--- src/rtl/pmp_guard_pkg.sv ---
package pmp_guard_pkg;

  typedef enum logic [1:0] {
    AM_OFF   = 2'd0,
    AM_TOR   = 2'd1,
    AM_NA4   = 2'd2,
    AM_NAPOT = 2'd3
  } amode_e;

  typedef enum logic [1:0] {
    ACC_READ  = 2'd0,
    ACC_WRITE = 2'd1,
    ACC_EXEC  = 2'd2
  } acc_e;

  localparam logic [1:0] PRIV_M = 2'd3;

  // stored form of the configuration byte; reserved bits are not kept
  typedef struct packed {
    logic   lock;
    amode_e amode;
    logic   x;
    logic   w;
    logic   r;
  } cfg_t;

  function automatic cfg_t cfg_from_byte(logic [7:0] b);
    cfg_t c;
    c.lock  = b[7];
    c.amode = amode_e'(b[4:3]);
    c.x     = b[2];
    c.w     = b[1];
    c.r     = b[0];
    return c;
  endfunction

  function automatic logic [7:0] cfg_to_byte(cfg_t c);
    return {c.lock, 2'b00, c.amode, c.x, c.w, c.r};
  endfunction

endpackage

--- src/rtl/pmp_entry_regs.sv ---
module pmp_entry_regs
  import pmp_guard_pkg::*;
#(
  parameter int unsigned N_ENTRIES = 8,
  parameter int unsigned AW        = 32,
  localparam int unsigned IDX_W    = $clog2(N_ENTRIES)
) (
  input  logic             clk_i,
  input  logic             rst_ni,
  input  logic             we_i,
  input  logic             cfg_sel_i,
  input  logic [IDX_W-1:0] idx_i,
  input  logic [AW-1:0]    wdata_i,
  output cfg_t             cfg_o  [N_ENTRIES],
  output logic [AW-1:0]    addr_o [N_ENTRIES]
);

  cfg_t          cfg_q  [N_ENTRIES];
  logic [AW-1:0] addr_q [N_ENTRIES];

  for (genvar i = 0; i < N_ENTRIES; i++) begin : g_ent
    logic sel;
    logic frozen_by_above;
    logic cfg_wr;
    logic addr_wr;

    assign sel = we_i && (idx_i == IDX_W'(i));

    if (i < N_ENTRIES - 1) begin : g_above
      assign frozen_by_above = cfg_q[i+1].lock && (cfg_q[i+1].amode == AM_TOR);
    end else begin : g_top
      assign frozen_by_above = 1'b0;
    end

    assign cfg_wr  = sel && cfg_sel_i && !cfg_q[i].lock;
    assign addr_wr = sel && !cfg_sel_i && !cfg_q[i].lock && !frozen_by_above;

    always_ff @(posedge clk_i or negedge rst_ni) begin
      if (!rst_ni) begin
        cfg_q[i]  <= '0;
        addr_q[i] <= '0;
      end else begin
        if (cfg_wr)  cfg_q[i]  <= cfg_from_byte(wdata_i[7:0]);
        if (addr_wr) addr_q[i] <= wdata_i;
      end
    end

    assign cfg_o[i]  = cfg_q[i];
    assign addr_o[i] = addr_q[i];

    assert_locked_cfg_stable_R1 : assert property (@(posedge clk_i) disable iff (!rst_ni)
      cfg_q[i].lock |=> $stable(cfg_q[i]));

    assert_locked_addr_stable_R1 : assert property (@(posedge clk_i) disable iff (!rst_ni)
      cfg_q[i].lock |=> $stable(addr_q[i]));

    if (i < N_ENTRIES - 1) begin : g_chk_below
      assert_tor_freezes_below_R2 : assert property (@(posedge clk_i) disable iff (!rst_ni)
        (cfg_q[i+1].lock && cfg_q[i+1].amode == AM_TOR) |=> $stable(addr_q[i]));
    end
  end

endmodule

--- src/rtl/pmp_match.sv ---
module pmp_match
  import pmp_guard_pkg::*;
#(
  parameter int unsigned N_ENTRIES = 8,
  parameter int unsigned AW        = 32
) (
  input  cfg_t                 cfg_i  [N_ENTRIES],
  input  logic [AW-1:0]        addr_i [N_ENTRIES],
  input  logic [AW-1:0]        word_i,
  output logic [N_ENTRIES-1:0] hit_o
);

  for (genvar i = 0; i < N_ENTRIES; i++) begin : g_m
    logic [AW-1:0] lo;
    logic [AW-1:0] napot_mask;

    if (i == 0) begin : g_lo0
      assign lo = '0;
    end else begin : g_lon
      assign lo = addr_i[i-1];
    end

    // trailing ones plus the first zero mark the don't-care bits
    assign napot_mask = addr_i[i] ^ (addr_i[i] + AW'(1));

    always_comb begin
      unique case (cfg_i[i].amode)
        AM_TOR:   hit_o[i] = (word_i >= lo) && (word_i < addr_i[i]);
        AM_NA4:   hit_o[i] = (word_i == addr_i[i]);
        AM_NAPOT: hit_o[i] = ((word_i | napot_mask) == (addr_i[i] | napot_mask));
        default:  hit_o[i] = 1'b0;
      endcase
    end
  end

endmodule

--- src/rtl/pmp_decide.sv ---
module pmp_decide
  import pmp_guard_pkg::*;
#(
  parameter int unsigned N_ENTRIES = 8
) (
  input  logic                 clk_i,
  input  logic                 rst_ni,
  input  cfg_t                 cfg_i [N_ENTRIES],
  input  logic [N_ENTRIES-1:0] hit_i,
  input  logic [1:0]           priv_i,
  input  logic [1:0]           type_i,
  output logic                 fault_o
);

  logic found;
  cfg_t sel_cfg;
  logic any_en;
  logic any_lock;
  logic perm;
  logic is_m;

  assign is_m = (priv_i == PRIV_M);

  // lowest index wins: scan downward so the last assignment is the smallest
  always_comb begin
    found   = 1'b0;
    sel_cfg = '0;
    for (int i = N_ENTRIES - 1; i >= 0; i--) begin
      if (hit_i[i]) begin
        found   = 1'b1;
        sel_cfg = cfg_i[i];
      end
    end
  end

  always_comb begin
    any_en   = 1'b0;
    any_lock = 1'b0;
    for (int i = 0; i < N_ENTRIES; i++) begin
      any_en   = any_en   | (cfg_i[i].amode != AM_OFF);
      any_lock = any_lock | cfg_i[i].lock;
    end
  end

  always_comb begin
    unique case (type_i)
      ACC_READ:  perm = sel_cfg.r;
      ACC_WRITE: perm = sel_cfg.w;
      ACC_EXEC:  perm = sel_cfg.x;
      default:   perm = 1'b0;
    endcase
  end

  always_comb begin
    if (!found)                    fault_o = !is_m && any_en;
    else if (is_m && !sel_cfg.lock) fault_o = 1'b0;
    else                           fault_o = !perm;
  end

  assert_m_free_without_locks_R4 : assert property (@(posedge clk_i) disable iff (!rst_ni)
    (is_m && !any_lock) |-> !fault_o);

  assert_m_nomatch_pass_R5 : assert property (@(posedge clk_i) disable iff (!rst_ni)
    (is_m && hit_i == '0) |-> !fault_o);

  assert_m_unlocked_pass_R6 : assert property (@(posedge clk_i) disable iff (!rst_ni)
    (is_m && found && !sel_cfg.lock) |-> !fault_o);

  assert_idle_table_pass_R9 : assert property (@(posedge clk_i) disable iff (!rst_ni)
    (!any_en) |-> !fault_o);

endmodule

--- src/rtl/pmp_guard.sv ---
module pmp_guard
  import pmp_guard_pkg::*;
#(
  parameter int unsigned N_ENTRIES = 8,
  parameter int unsigned PA_W      = 34,
  localparam int unsigned AW       = PA_W - 2,
  localparam int unsigned IDX_W    = $clog2(N_ENTRIES)
) (
  input  logic             clk_i,
  input  logic             rst_ni,
  input  logic             csr_we_i,
  input  logic             csr_cfg_sel_i,
  input  logic [IDX_W-1:0] csr_idx_i,
  input  logic [AW-1:0]    csr_wdata_i,
  input  logic             rd_cfg_sel_i,
  input  logic [IDX_W-1:0] rd_idx_i,
  output logic [AW-1:0]    rd_data_o,
  input  logic [AW-1:0]    acc_word_i,
  input  logic [1:0]       acc_type_i,
  input  logic [1:0]       acc_priv_i,
  output logic             acc_fault_o
);

  cfg_t                 cfg  [N_ENTRIES];
  logic [AW-1:0]        addr [N_ENTRIES];
  logic [N_ENTRIES-1:0] hit;

  pmp_entry_regs #(.N_ENTRIES(N_ENTRIES), .AW(AW)) u_regs (
    .clk_i     (clk_i),
    .rst_ni    (rst_ni),
    .we_i      (csr_we_i),
    .cfg_sel_i (csr_cfg_sel_i),
    .idx_i     (csr_idx_i),
    .wdata_i   (csr_wdata_i),
    .cfg_o     (cfg),
    .addr_o    (addr)
  );

  pmp_match #(.N_ENTRIES(N_ENTRIES), .AW(AW)) u_match (
    .cfg_i  (cfg),
    .addr_i (addr),
    .word_i (acc_word_i),
    .hit_o  (hit)
  );

  pmp_decide #(.N_ENTRIES(N_ENTRIES)) u_decide (
    .clk_i   (clk_i),
    .rst_ni  (rst_ni),
    .cfg_i   (cfg),
    .hit_i   (hit),
    .priv_i  (acc_priv_i),
    .type_i  (acc_type_i),
    .fault_o (acc_fault_o)
  );

  assign rd_data_o = rd_cfg_sel_i ? AW'(cfg_to_byte(cfg[rd_idx_i])) : addr[rd_idx_i];

  assert_rsvd_zero_R1 : assert property (@(posedge clk_i) disable iff (!rst_ni)
    rd_cfg_sel_i |-> (rd_data_o[6:5] == 2'b00 && rd_data_o[AW-1:8] == '0));

endmodule

--- config.mk ---
export PLATFORM = sky130hd
export DESIGN_NAME = pmp_guard
export DESIGN_NICKNAME = d
export VERILOG_FILES = /design/src/rtl/pmp_guard_pkg.sv /design/src/rtl/pmp_entry_regs.sv /design/src/rtl/pmp_match.sv /design/src/rtl/pmp_decide.sv /design/src/rtl/pmp_guard.sv
export SDC_FILE = /design/constraint.sdc
export NUM_CORES = 1
export LEC_CHECK = 0
export ABC_AREA = 0
export ABC_CLOCK_PERIOD_IN_PS = 17570
export CORE_ASPECT_RATIO = 2
export CORE_MARGIN = 2
export CORE_UTILIZATION = 60
export DETAILED_ROUTE_END_ITERATION = 10
export PLACE_DENSITY = 0.78
export SLEW_MARGIN = 30
export SYNTH_ARGS = -nofsm -noshare
export SYNTH_HDL_FRONTEND = slang
export SYNTH_SLANG_ARGS = --single-unit
--- constraint.sdc ---
create_clock -name clk_i -period 17.57 [get_ports clk_i]
set_input_delay 3.514 -clock clk_i [delete_from_list [all_inputs] [get_ports clk_i]]
set_output_delay 3.514 -clock clk_i [all_outputs]
set_load 0.02 [all_outputs]
; Yosys cells after proc, flatten, opt, wreduce, memory -nomap -nowiden
; Index checks and enable logic that the tools add are counted.
; W data, S select, Z words.
[word_totals]
elab_cells = 282
output_inout_bits = 33
regBits = 304
input_bits = 79
[op_classes]
order_cmp = 17
bitwise_logic = 32
addsub = 8
reduce_logical = 93
n_eq_ne = 50
n_mux = 34
[ops]
columns = cell, count
row1 = $eq A32 B32 Y1, 16
row2 = $or A32 B32 Y32, 16
row3 = $add A32 B1 Y32 const B, 8
row4 = $lt A32 B32 Y1, 8
row5 = $xor A32 B32 Y32, 8
row6 = $ge A32 B32 Y1, 7
row7 = $bmux W32 S3, 1
row8 = $mux W32, 3
row9 = $logic_and A1 B1 Y1, 64
row10 = $mux W6, 10
row11 = $eq A2 B2 Y1 const B, 18
row12 = $ge A32 B1 Y1 const B, 1
row13 = $pmux W1 S3, 9
row14 = $logic_not A1 Y1, 19
row15 = $bmux W6 S3, 1
row16 = $eq A2 B1 Y1 const B, 9
row17 = $reduce_bool A2 Y1, 8
row18 = $eq A3 B3 Y1 const B, 4
row19 = $mux W1, 10
row20 = $or A1 B1 Y1, 7
row21 = $eq A3 B2 Y1 const B, 2
row22 = $ge A4 B4 Y1 const B, 1
row23 = $not A3 Y4, 1
row24 = $eq A3 B1 Y1 const B, 1
row25 = 2 further kinds, 2

; Depth between registers and ports, before layout
; Gate-level depths: netlist of run 1.
[depth]
ltp_word = 17
ltp_mapped = 28
mapped_depth_nobuf = 28

; Hierarchy
; A second synthesis of run 1 with hierarchy kept.
[hier_totals]
cells_unflattened = 3319
hier_area_um2 = 31920.6
[by_module_without_submodules]
columns = mod, area_each_um2, n_inst, cells_per_inst, seq_area_each_um2
row1 = pmp_match, 17565.6, 1, 2391, 0.0
row2 = pmp_entry_regs, 11552.3, 1, 682, 7607.3
row3 = pmp_guard, 2388.5, 1, 174, 0.0
row4 = pmp_decide, 414.1, 1, 72, 0.0

; Worst setup path after synthesis of run 1
; Ideal clock, no wire load.
[synth_timing]
kind = input-to-output
startpoint = input acc_word_i[14]
endpoint = output acc_fault_o
path_buffers = 1
slack_ps = 7683
cell_stages = 14
t_required_ps = 14056
arrival_ps = 6373
path_cell_list = ha_1 > a21oi_2 > nand2_1 > a221o_1 > o31a_1 > or3b_1 > o211ai_2 > and3_1 > buf_6 > a21bo_1 > o21ai_2 > a21oi_1 > o31a_1 > a211oi_2
[synth_between]
elab_chain_cells = 15
elab_cells_between_ends = 78
cone_classes = order compare (16) / eq/ne (16) / mux (27) / bitwise (8) / reduce/logical (11)
[synth_rtl]
columns = item, line_no
row1 = start: declaration, pmp_guard.sv:18  ; input logic [AW-1:0] acc_word_i,
row2 = "$ge A32 B32 Y1, or another cell as far along", pmp_match.sv:28  ; AM_TOR: hit_o[i] = (word_i >= lo) && (word_i < addr_i[i]);
row3 = $logic_and A1 B1 Y1 or $eq A32 B32 Y1 (tied branches), "pmp_match.sv:28, pmp_match.sv:30"
row4 = $pmux W1 S3, pmp_match.sv:27  ; unique case (cfg_i[i].amode)
row5 = $mux W6 (8 in a row), pmp_decide.sv:29  ; if (hit_i[i]) begin
row6 = $pmux W1 S3 or $logic_not A1 Y1 (tied branches), "pmp_decide.sv:46, pmp_decide.sv:56"
row7 = $logic_not A1 Y1 or $logic_and A1 B1 Y1 (tied branches), "pmp_decide.sv:57, pmp_decide.sv:56"
row8 = $mux W1, pmp_decide.sv:56  ; else if (is_m && !sel_cfg.lock) fault_o = 1'b0;
row9 = $mux W1 *, pmp_decide.sv:55  ; if (!found) fault_o = !is_m && any_en;
row10 = end: declaration, pmp_guard.sv:21  ; output logic acc_fault_o
; Every way passes the cells marked *; elsewhere a longest branch is shown, timed or not.

; Worst setup path in the final report of run 1
[layout_timing]
startpoint = input acc_word_i[19]
endpoint = output acc_fault_o
; Same word-level chain as after synthesis.

==> results of run 1 <==
path summary, 6_finish.rpt:
check	from	slack (ns)	to
worst min register to register	u_regs.cfg_o[14]$_DFFE_PN0P_	0.53	u_regs.cfg_o[14]$_DFFE_PN0P_
worst max register to register	u_regs.cfg_o[34]$_DFFE_PN0P_	15.04	u_regs.addr_o[208]$_DFFE_PN0P_
min in group asynchronous	rst_ni	2.91	u_regs.addr_o[75]$_DFFE_PN0P_
max in group asynchronous	rst_ni	12.77	u_regs.addr_o[93]$_DFFE_PN0P_
worst min-delay path	u_regs.cfg_o[14]$_DFFE_PN0P_	0.53	u_regs.cfg_o[14]$_DFFE_PN0P_
worst max-delay path	acc_word_i[19]	5.15	acc_fault_o
stage by stage:
| stage | power [mW] | setup slack, ns | utilization [%] | hold WS (ns) |
|---|---|---|---|---|
| final | 2.66 | 5.15 | 66.0 | 0.534 |
| after detailed placement | 1.92 | 5.14 | 63.9 | 0.519 |
| after floorplan | 1.50 | 7.68 | - | 0.476 |
| after global placement | 1.90 | 5.18 | 63.9 | 0.507 |
| after CTS | 2.62 | 5.12 | 65.9 | 0.532 |
| after global routing | 2.76 | 4.97 | 66.0 | 0.554 |
state kept, by name (all words and copies together), names as in the netlist:
register,flops
u_regs.addr_o,256
u_regs.cfg_o,48
cells by family (layout without fill, tap and decap cells):
group                      Yosys count  in the layout
AOI/OAI and AO/OA                  326            326
muxes                              369            369
adders and majority gates          504            504
buffers and inverters              416            520
DFF                                304            304
and+or+nand+nor                    991            991
xor gates and xnor gates           458            458
other                                0              3
per-layer routing:
metal	GRT usage, %	routed length [um]	up-vias	share of wire [%]
li1	-	-	12100	-
met1	46.6	41100	13600	31
met2	80.1	61700	1397	47
met3	9.42	9270	643	7.1
met4	51.8	18400	4	14
met5	0	26	-	0.020
final cells by class:
type,instances,area (um^2)
tap,665,832
clock inverter,14,234
clock buffer,37,796
multi-input combinational,2648,22500
inverter,320,1200
timing repair buffer,149,1400
sequential,304,7610
antenna,3,7.51
fill,4353,17800
placed cells by master (no fill, tap or decap), drive strengths merged, types with 21 or more instances in the layout:
| cell type | count |
|---|---|
| dfrtp | 304 |
| mux2i | 26 |
| o21ai | 114 |
| clkdlybuf4s50 | 106 |
| xor2 | 390 |
| nand2 | 191 |
| nor2 | 306 |
| xnor2 | 68 |
| or3 | 48 |
| nor3 | 35 |
| mux4 | 82 |
| and4 | 22 |
| clkbuf | 37 |
| inv | 322 |
| ha | 504 |
| nand3 | 118 |
| buf | 43 |
| nor4 | 75 |
| mux2 | 261 |
| a21o | 21 |
| a21oi | 100 |
| nand4 | 122 |
power by group through the flow:
stage	registers, mW	logic [mW]	clock network, mW
CTS	0.914	1.00	0.710
global placement	0.924	0.976	0
floorplan	0.855	0.642	0
detailed placement	0.927	0.993	0
finish	0.920	1.03	0.709
global route	0.924	1.10	0.735
==> results.md, run 1 <==
* Status: completed
* Post-synthesis compound-gate area fraction at 6.42%
* P_sw at 1.08 mW
* Die X at 166 um
* Initial antenna violation count at 6
* First-pass GRT wire length at 187000 um
* Internal at 1.58 mW
* Clock skew at 0.0115 ns
* Worst Path Buf+Inv at 2
* Crit path required time at 14.06 ns
* Gpl congestion at 1.12
* Synthesized area per cell at 9.38 um^2
* Final wirelength at 130000 um
* Cell area after layout at 34600 um^2
* TritonCTS Sinks at 304
* Tcrit/Tclk final at 70.7%
* Critical path peak fanout at 17
* Min cycle time layout at 12.42 ns
* Nets@finish at 4035
* Post-CTS Setup Inserts at 0
* Final setup viols at 0
* Max-slew headroom at 29.2%
* Synth Area in XOR/XNOR at 12.7%
* CTS tree: yes
* Clock Latency Late Sink at 0.61 ns
* Worst setup EP type: output port
* Leak pwr at 15.9 nW
* Main combinational cell family by area after synthesis: adder cells
* Num rows at 119
* First-pass DRT Iterations at 6
* Worst EP arrival at 8.90 ns
* Fin. max-slew vios at 0
* Max-cap violations at 0
* Count leader, synth: ha_1
* Cell taking the most area after synthesis: dfrtp_1
* Crit-path most repeated cell: clkdlybuf4s50_1
* PortBufs at 111
* Maximum operating frequency at 80.5 MHz
* Placed inst area at 33500 um^2
* Syn_nets at 3951
* Post-route DRC at 0
* Inst Count DP at 4086
* Post-synthesis cell area at 31600 um^2
* Fraction of synthesized area in multiplexers at 16.0%
* Top cell type's share of synthesized area at 24.1%
* Hold Crit Class: reg -> reg
* Initial Util at 60.3%
* Vias at 27.7k
* Synth cell types at 82
* Clock Power Share at 26.7%
* Number of synthesis warnings at 0
* Post-synth top cells: 504 x ha_1, 390 x xor2_1, 316 x inv_1
* Htree depth at 1
* Combinational power share at 38.7%
* Worst Reg-to-Reg Cells at 5
* Instance count on the critical path at 14
* Crit path max-delay cell type: clkdlybuf4s50_1
* Post-synth ARST share at 100%
* Max stage delay on crit path at 0.86 ns
* Clock-pin slew of the registers on the worst-case setup and hold paths at 0.07 ns
* Power Density at 76.7 nW/um^2
* Post-synthesis sequential area ratio at 24.1%
* Final Hold Violating Endpoints at 0
* Non-Filler Instances at 4140
* Worst-Margin Slew at 1.06 ns
* Setup CP Type: in -> out
* Vias per cell at 6.70
* Drt wl/cell at 31.5 um
* HPWL Detailed at 105000 um
* DRT iter0 DRCs at 2328
* Core Region at 52400 um^2
* Most used DFF post-synth: dfrtp_1
* Post-DRT Antenna Nets at 0
* Vias in the first global route at 27.6k
* Synth top area cells: dfrtp_1 24%, ha_1 20%, xor2_1 11%, mux2_2 9.3%, mux4_2 5.8%
* Total gr overflow at 0
* Share of layout cells above drive strength 1 at 14.3%
* Root Buffer: clkbuf_16
* Sequential share of power at 34.6%
* RSZ-0062 raised after global routing: false
* Post-Synth Adder-Cell Area at 20.0%
* Clock buffer depth at 3
* Crit-path cells: clkdlybuf4s50_1, ha_1, nand2_1, o21ai_0, a211oi_1, nor3_1, or3_1, a211o_1, nor4bb_2, and2_1, o211ai_1, a41o_1, a211oi_2, clkdlybuf4s50_1
* Register bit total from synthesis at 304
* Layout overhead on the synthesized area at 9.50%
* Top Family by Delay on Critical Path: simple AND/OR/NAND/NOR gates
* EDFF count, synth at 0
* Hold path depth at 1
* Die Span Y at 329 um
* Number of CTS-inserted buffers at 29
* Total Die Area at 54600 um^2
* Post-Syn Instances at 3368
* CTS Hold Buffers Added at 0
* Gr usage total at 47.6%
* I/O Pins at 112
* Sw frac at 40.5%
* Setup_tns at 0 ns
* Post-Synth Simple-Gate Area at 15.9%
* CP Launch Type: primary input
* Worst VDD drop at 0.000118 V
* Largest net degree at the start of global routing at 103
* Resized cells post-CTS at 0
No activity file was read; power rests on OpenSTA's default activity.
==> inputs of run 2 (changes only) <==
--- a/config.mk
+++ b/config.mk
@@ -6,7 +6,7 @@
 export NUM_CORES = 1
 export LEC_CHECK = 0
 export ABC_AREA = 0
-export ABC_CLOCK_PERIOD_IN_PS = 17570
+export ABC_CLOCK_PERIOD_IN_PS = 12500
 export CORE_ASPECT_RATIO = 2
 export CORE_MARGIN = 2
 export CORE_UTILIZATION = 60
==> constraint.sdc (replaced) <==
create_clock -name clk_i -period 12.5 [get_ports clk_i]
set_input_delay 2.5 -clock clk_i [delete_from_list [all_inputs] [get_ports clk_i]]
set_output_delay 2.5 -clock clk_i [all_outputs]
set_load 0.02 [all_outputs]
==> run 2 against run 1 <==
Flip-flop and latch count stayed put. Final area increased by 0.19%. Clock skew is 0.0047 ns higher. Register-to-register slack got worse by 5.1 ns. Global-route usage decreased by 1.5 points. Combinational power increased by 36%. Critical path type is now reg -> out. Worst hold slack improved by 0.0054 ns. Clock power rose by 38%. Utilization up 0.13 points. Largest power group unchanged. Sequential share of layout area is essentially flat.
==> results.md, run 2 (synthesis gave the netlist of run 1 again) <==
* Vias at 27.7k (-0.23%)
* Fin. max-slew vios at 0 (unchanged)
* P_sw at 1.47 mW (+36%)
* Drt wl/cell at 30.5 um (-3.1%)
* CTS tree: yes
* Num rows at 119 (unchanged)
* Total gr overflow at 0 (unchanged)
* Gr usage total at 46.0% (-1.5 points)
* Max-cap violations at 0 (unchanged)
* Status: completed
* Crit path required time at 10.00 ns (-4.06 ns)
* Hold Crit Class: reg -> reg
* Total Die Area at 54600 um^2 (unchanged)
* Register area at 7610 um^2 (unchanged)
* Most frequent cells in the layout: 504 x ha_1, 388 x xor2_1, 316 x inv_1, 304 x dfrtp_1, 298 x nor2_1
* Reg2reg end: u_regs.addr_o[144]$_DFFE_PN0P_
* Internal at 2.22 mW (+41%)
* Post-route DRC at 0 (unchanged)
* Crit-path most repeated cell: and4_1
* Initial Util at 60.3% (unchanged)
* Max-slew headroom at 28.8% (-0.41 points)
* Tcrit/Tclk final at 85.9%
* Crit path max-delay cell type: nor3_1
* Footprint of the multi-input gates at 22500 um^2 (about the same)
* Non-Filler Instances at 4151 (+0.27%)
* Post-CTS Setup Inserts at 0 (unchanged)
* Worst Reg-to-Reg Cells at 5 (unchanged)
* Setup_tns at 0 ns (unchanged)
* Final setup viols at 0 (unchanged)
* Maximum operating frequency at 93.1 MHz
* RSZ-0062 raised after global routing: false
* Share of layout cells above drive strength 1 at 14.5% (+0.25 points)
* Sequential share of power at 35.3% (+0.7 points)
* Layout overhead on the synthesized area at 9.71%
* Critical path peak fanout at 8 (-9)
* Nets@finish at 4044 (+0.22%)
* Inst Count DP at 4096 (+0.24%)
* Vias per cell at 6.67 (-0.50%)
* Root Buffer: clkbuf_16
* Combinational power share at 38.1% (-0.6 points)
* Leading cell type in the layout, fill and taps excluded: ha_1
* CP startpoint: u_regs.addr_o[97]$_DFFE_PN0P_
* FF-to-FF setup slack at 9.95 ns (-5.09 ns)
* Max reg flops at 256 (unchanged)
* Initial antenna violation count at 8 (+2)
* Clock Power Share at 26.6% (about the same)
* First-pass GRT wire length at 183000 um (-2.4%)
* Post-DRT Antenna Nets at 0 (unchanged)
* Clock skew at 0.0163 ns (+0.00474 ns)
* Clock buffer depth at 3 (unchanged)
* Worst VDD drop at 0.000122 V (+3.1%)
* CTS Hold Buffers Added at 0 (unchanged)
* Worst setup EP type: output port
* Die X at 166 um (unchanged)
* Worst Path Buf+Inv at 2 (unchanged)
* Instance count on the critical path at 26 (+12)
* DRT iter0 DRCs at 2505 (+7.6%)
* Gpl congestion at 1.11 (-0.78%)
* CP Launch Type: flop
* Fillers at 4355 (+0.046%)
* Die Span Y at 329 um (unchanged)
* Leak pwr at 16.0 nW (+0.29%)
* Power Density at 106 nW/um^2 (+39%)
* Clock Latency Late Sink at 0.62 ns (about the same)
* Top Family by Delay on Critical Path: simple AND/OR/NAND/NOR gates
* Max stage delay on crit path at 0.93 ns (+0.07 ns)
* Sw frac at 39.8% (-0.73 points)
* HPWL Detailed at 102000 um (-3.0%)
* Final wirelength at 127000 um (-2.9%)
* Crit path to: acc_fault_o
* TritonCTS Sinks at 304 (unchanged)
* Worst EP arrival at 8.24 ns (-0.66 ns)
* Setup CP Type: reg -> out
* Vias in the first global route at 27.8k (+0.66%)
* Resized cells post-CTS at 0 (unchanged)
* Hold path depth at 1 (unchanged)
* Core Region at 52400 um^2 (unchanged)
* Worst-Margin Slew at 1.06 ns (+0.000597 ns)
* Largest net degree at the start of global routing at 149 (+45%)
* Min cycle time layout at 10.74 ns
* PortBufs at 111 (unchanged)
* Number of CTS-inserted buffers at 28 (-3.4%)
* Reg2reg start: u_regs.cfg_o[21]$_DFFE_PN0P_
* Htree depth at 1 (unchanged)
* Clock-pin slew of the registers on the worst-case setup and hold paths at 0.06 ns (about the same)
* First-pass DRT Iterations at 8 (+2)
* Final Hold Violating Endpoints at 0 (unchanged)
* I/O Pins at 112 (unchanged)
==> run 2: cell types whose count changed in the layout (fill, tap and decap cells not counted), sizes merged <==
cell,delta
buf,+10
clkbuf,-1
clkinv,+2
clkinvlp,-1
diode,+1
==> run 2: layout make-up <==
| class | count | area share (%) |
|---|---|---|
| Antenna cell | 4 | 0.0289 |
| Multi-Input combinational cell | 2648 | 65.0 |
| Clock inverter | 15 | 0.671 |
| Inverter | 320 | 3.46 |
| Sequential cell | 304 | 21.9 |
| Tap cell | 665 | 2.40 |
| Clock buffer | 36 | 2.28 |
| Timing Repair Buffer | 159 | 4.25 |
==> run 2: power by group through the flow <==
stage | clock, mW | sequential (mW) | combinational (mW)
floorplan | 0 | 1.20 | 0.902
global placement | 0 | 1.31 | 1.33
detailed placement | 0 | 1.31 | 1.36
CTS | 0.981 | 1.29 | 1.37
global route | 1.02 | 1.30 | 1.51
finish | 0.981 | 1.30 | 1.40
==> run 2: how the worst min path moves through the flow <==
stage / start / to / slack, ns
floorplan: u_regs.cfg_o[47]$_DFFE_PN0P_ / u_regs.cfg_o[47]$_DFFE_PN0P_ / 0.48
global placement: u_regs.cfg_o[44]$_DFFE_PN0P_ / u_regs.cfg_o[44]$_DFFE_PN0P_ / 0.51
detailed placement: u_regs.cfg_o[44]$_DFFE_PN0P_ / u_regs.cfg_o[44]$_DFFE_PN0P_ / 0.52
CTS: u_regs.cfg_o[44]$_DFFE_PN0P_ / u_regs.cfg_o[44]$_DFFE_PN0P_ / 0.54
global route: u_regs.cfg_o[8]$_DFFE_PN0P_ / u_regs.cfg_o[8]$_DFFE_PN0P_ / 0.56
finish: u_regs.cfg_o[44]$_DFFE_PN0P_ / u_regs.cfg_o[44]$_DFFE_PN0P_ / 0.54
==> run 2: layer usage <==
| metal | part of all wire, % | vias to the layer above | global-route usage (%) | wire length, um |
|---|---|---|---|---|
| met5 | 0.018 | - | 0 | 23 |
| met4 | 14 | 4 | 51.7 | 18200 |
| met3 | 7.0 | 634 | 8.35 | 8860 |
| met2 | 47 | 1457 | 76.5 | 59200 |
| met1 | 32 | 13400 | 45.8 | 40400 |
| li1 | - | 12200 | - | - |
==> run 2: per-stage QoR <==
| stage | worst slack [ns] | utilization, % | total power, mW | instance area, um^2 | hold slack [ns] |
|---|---|---|---|---|---|
| floorplan | 4.64 | - | 2.10 | 31600 | 0.476 |
| global placement | 2.17 | 64.1 | 2.63 | 33600 | 0.507 |
| detailed placement | 2.35 | 64.2 | 2.67 | 33600 | 0.522 |
| CTS | 2.00 | 66.1 | 3.64 | 34600 | 0.536 |
| global route | 1.64 | 66.1 | 3.84 | 34700 | 0.558 |
| finish | 1.76 | 66.2 | 3.69 | 34700 | 0.540 |
==> run 2: worst reg2reg max path: cells and delay by family (launching register included) <==
kind | cells | cell delay, ns
flip-flops | 1 | 0.46
multiplexers | 1 | 0.45
AND/OR/NAND/NOR | 2 | 0.84
AO/OA/AOI/OAI | 1 | 0.15
buffers and inverters | 1 | 0.55
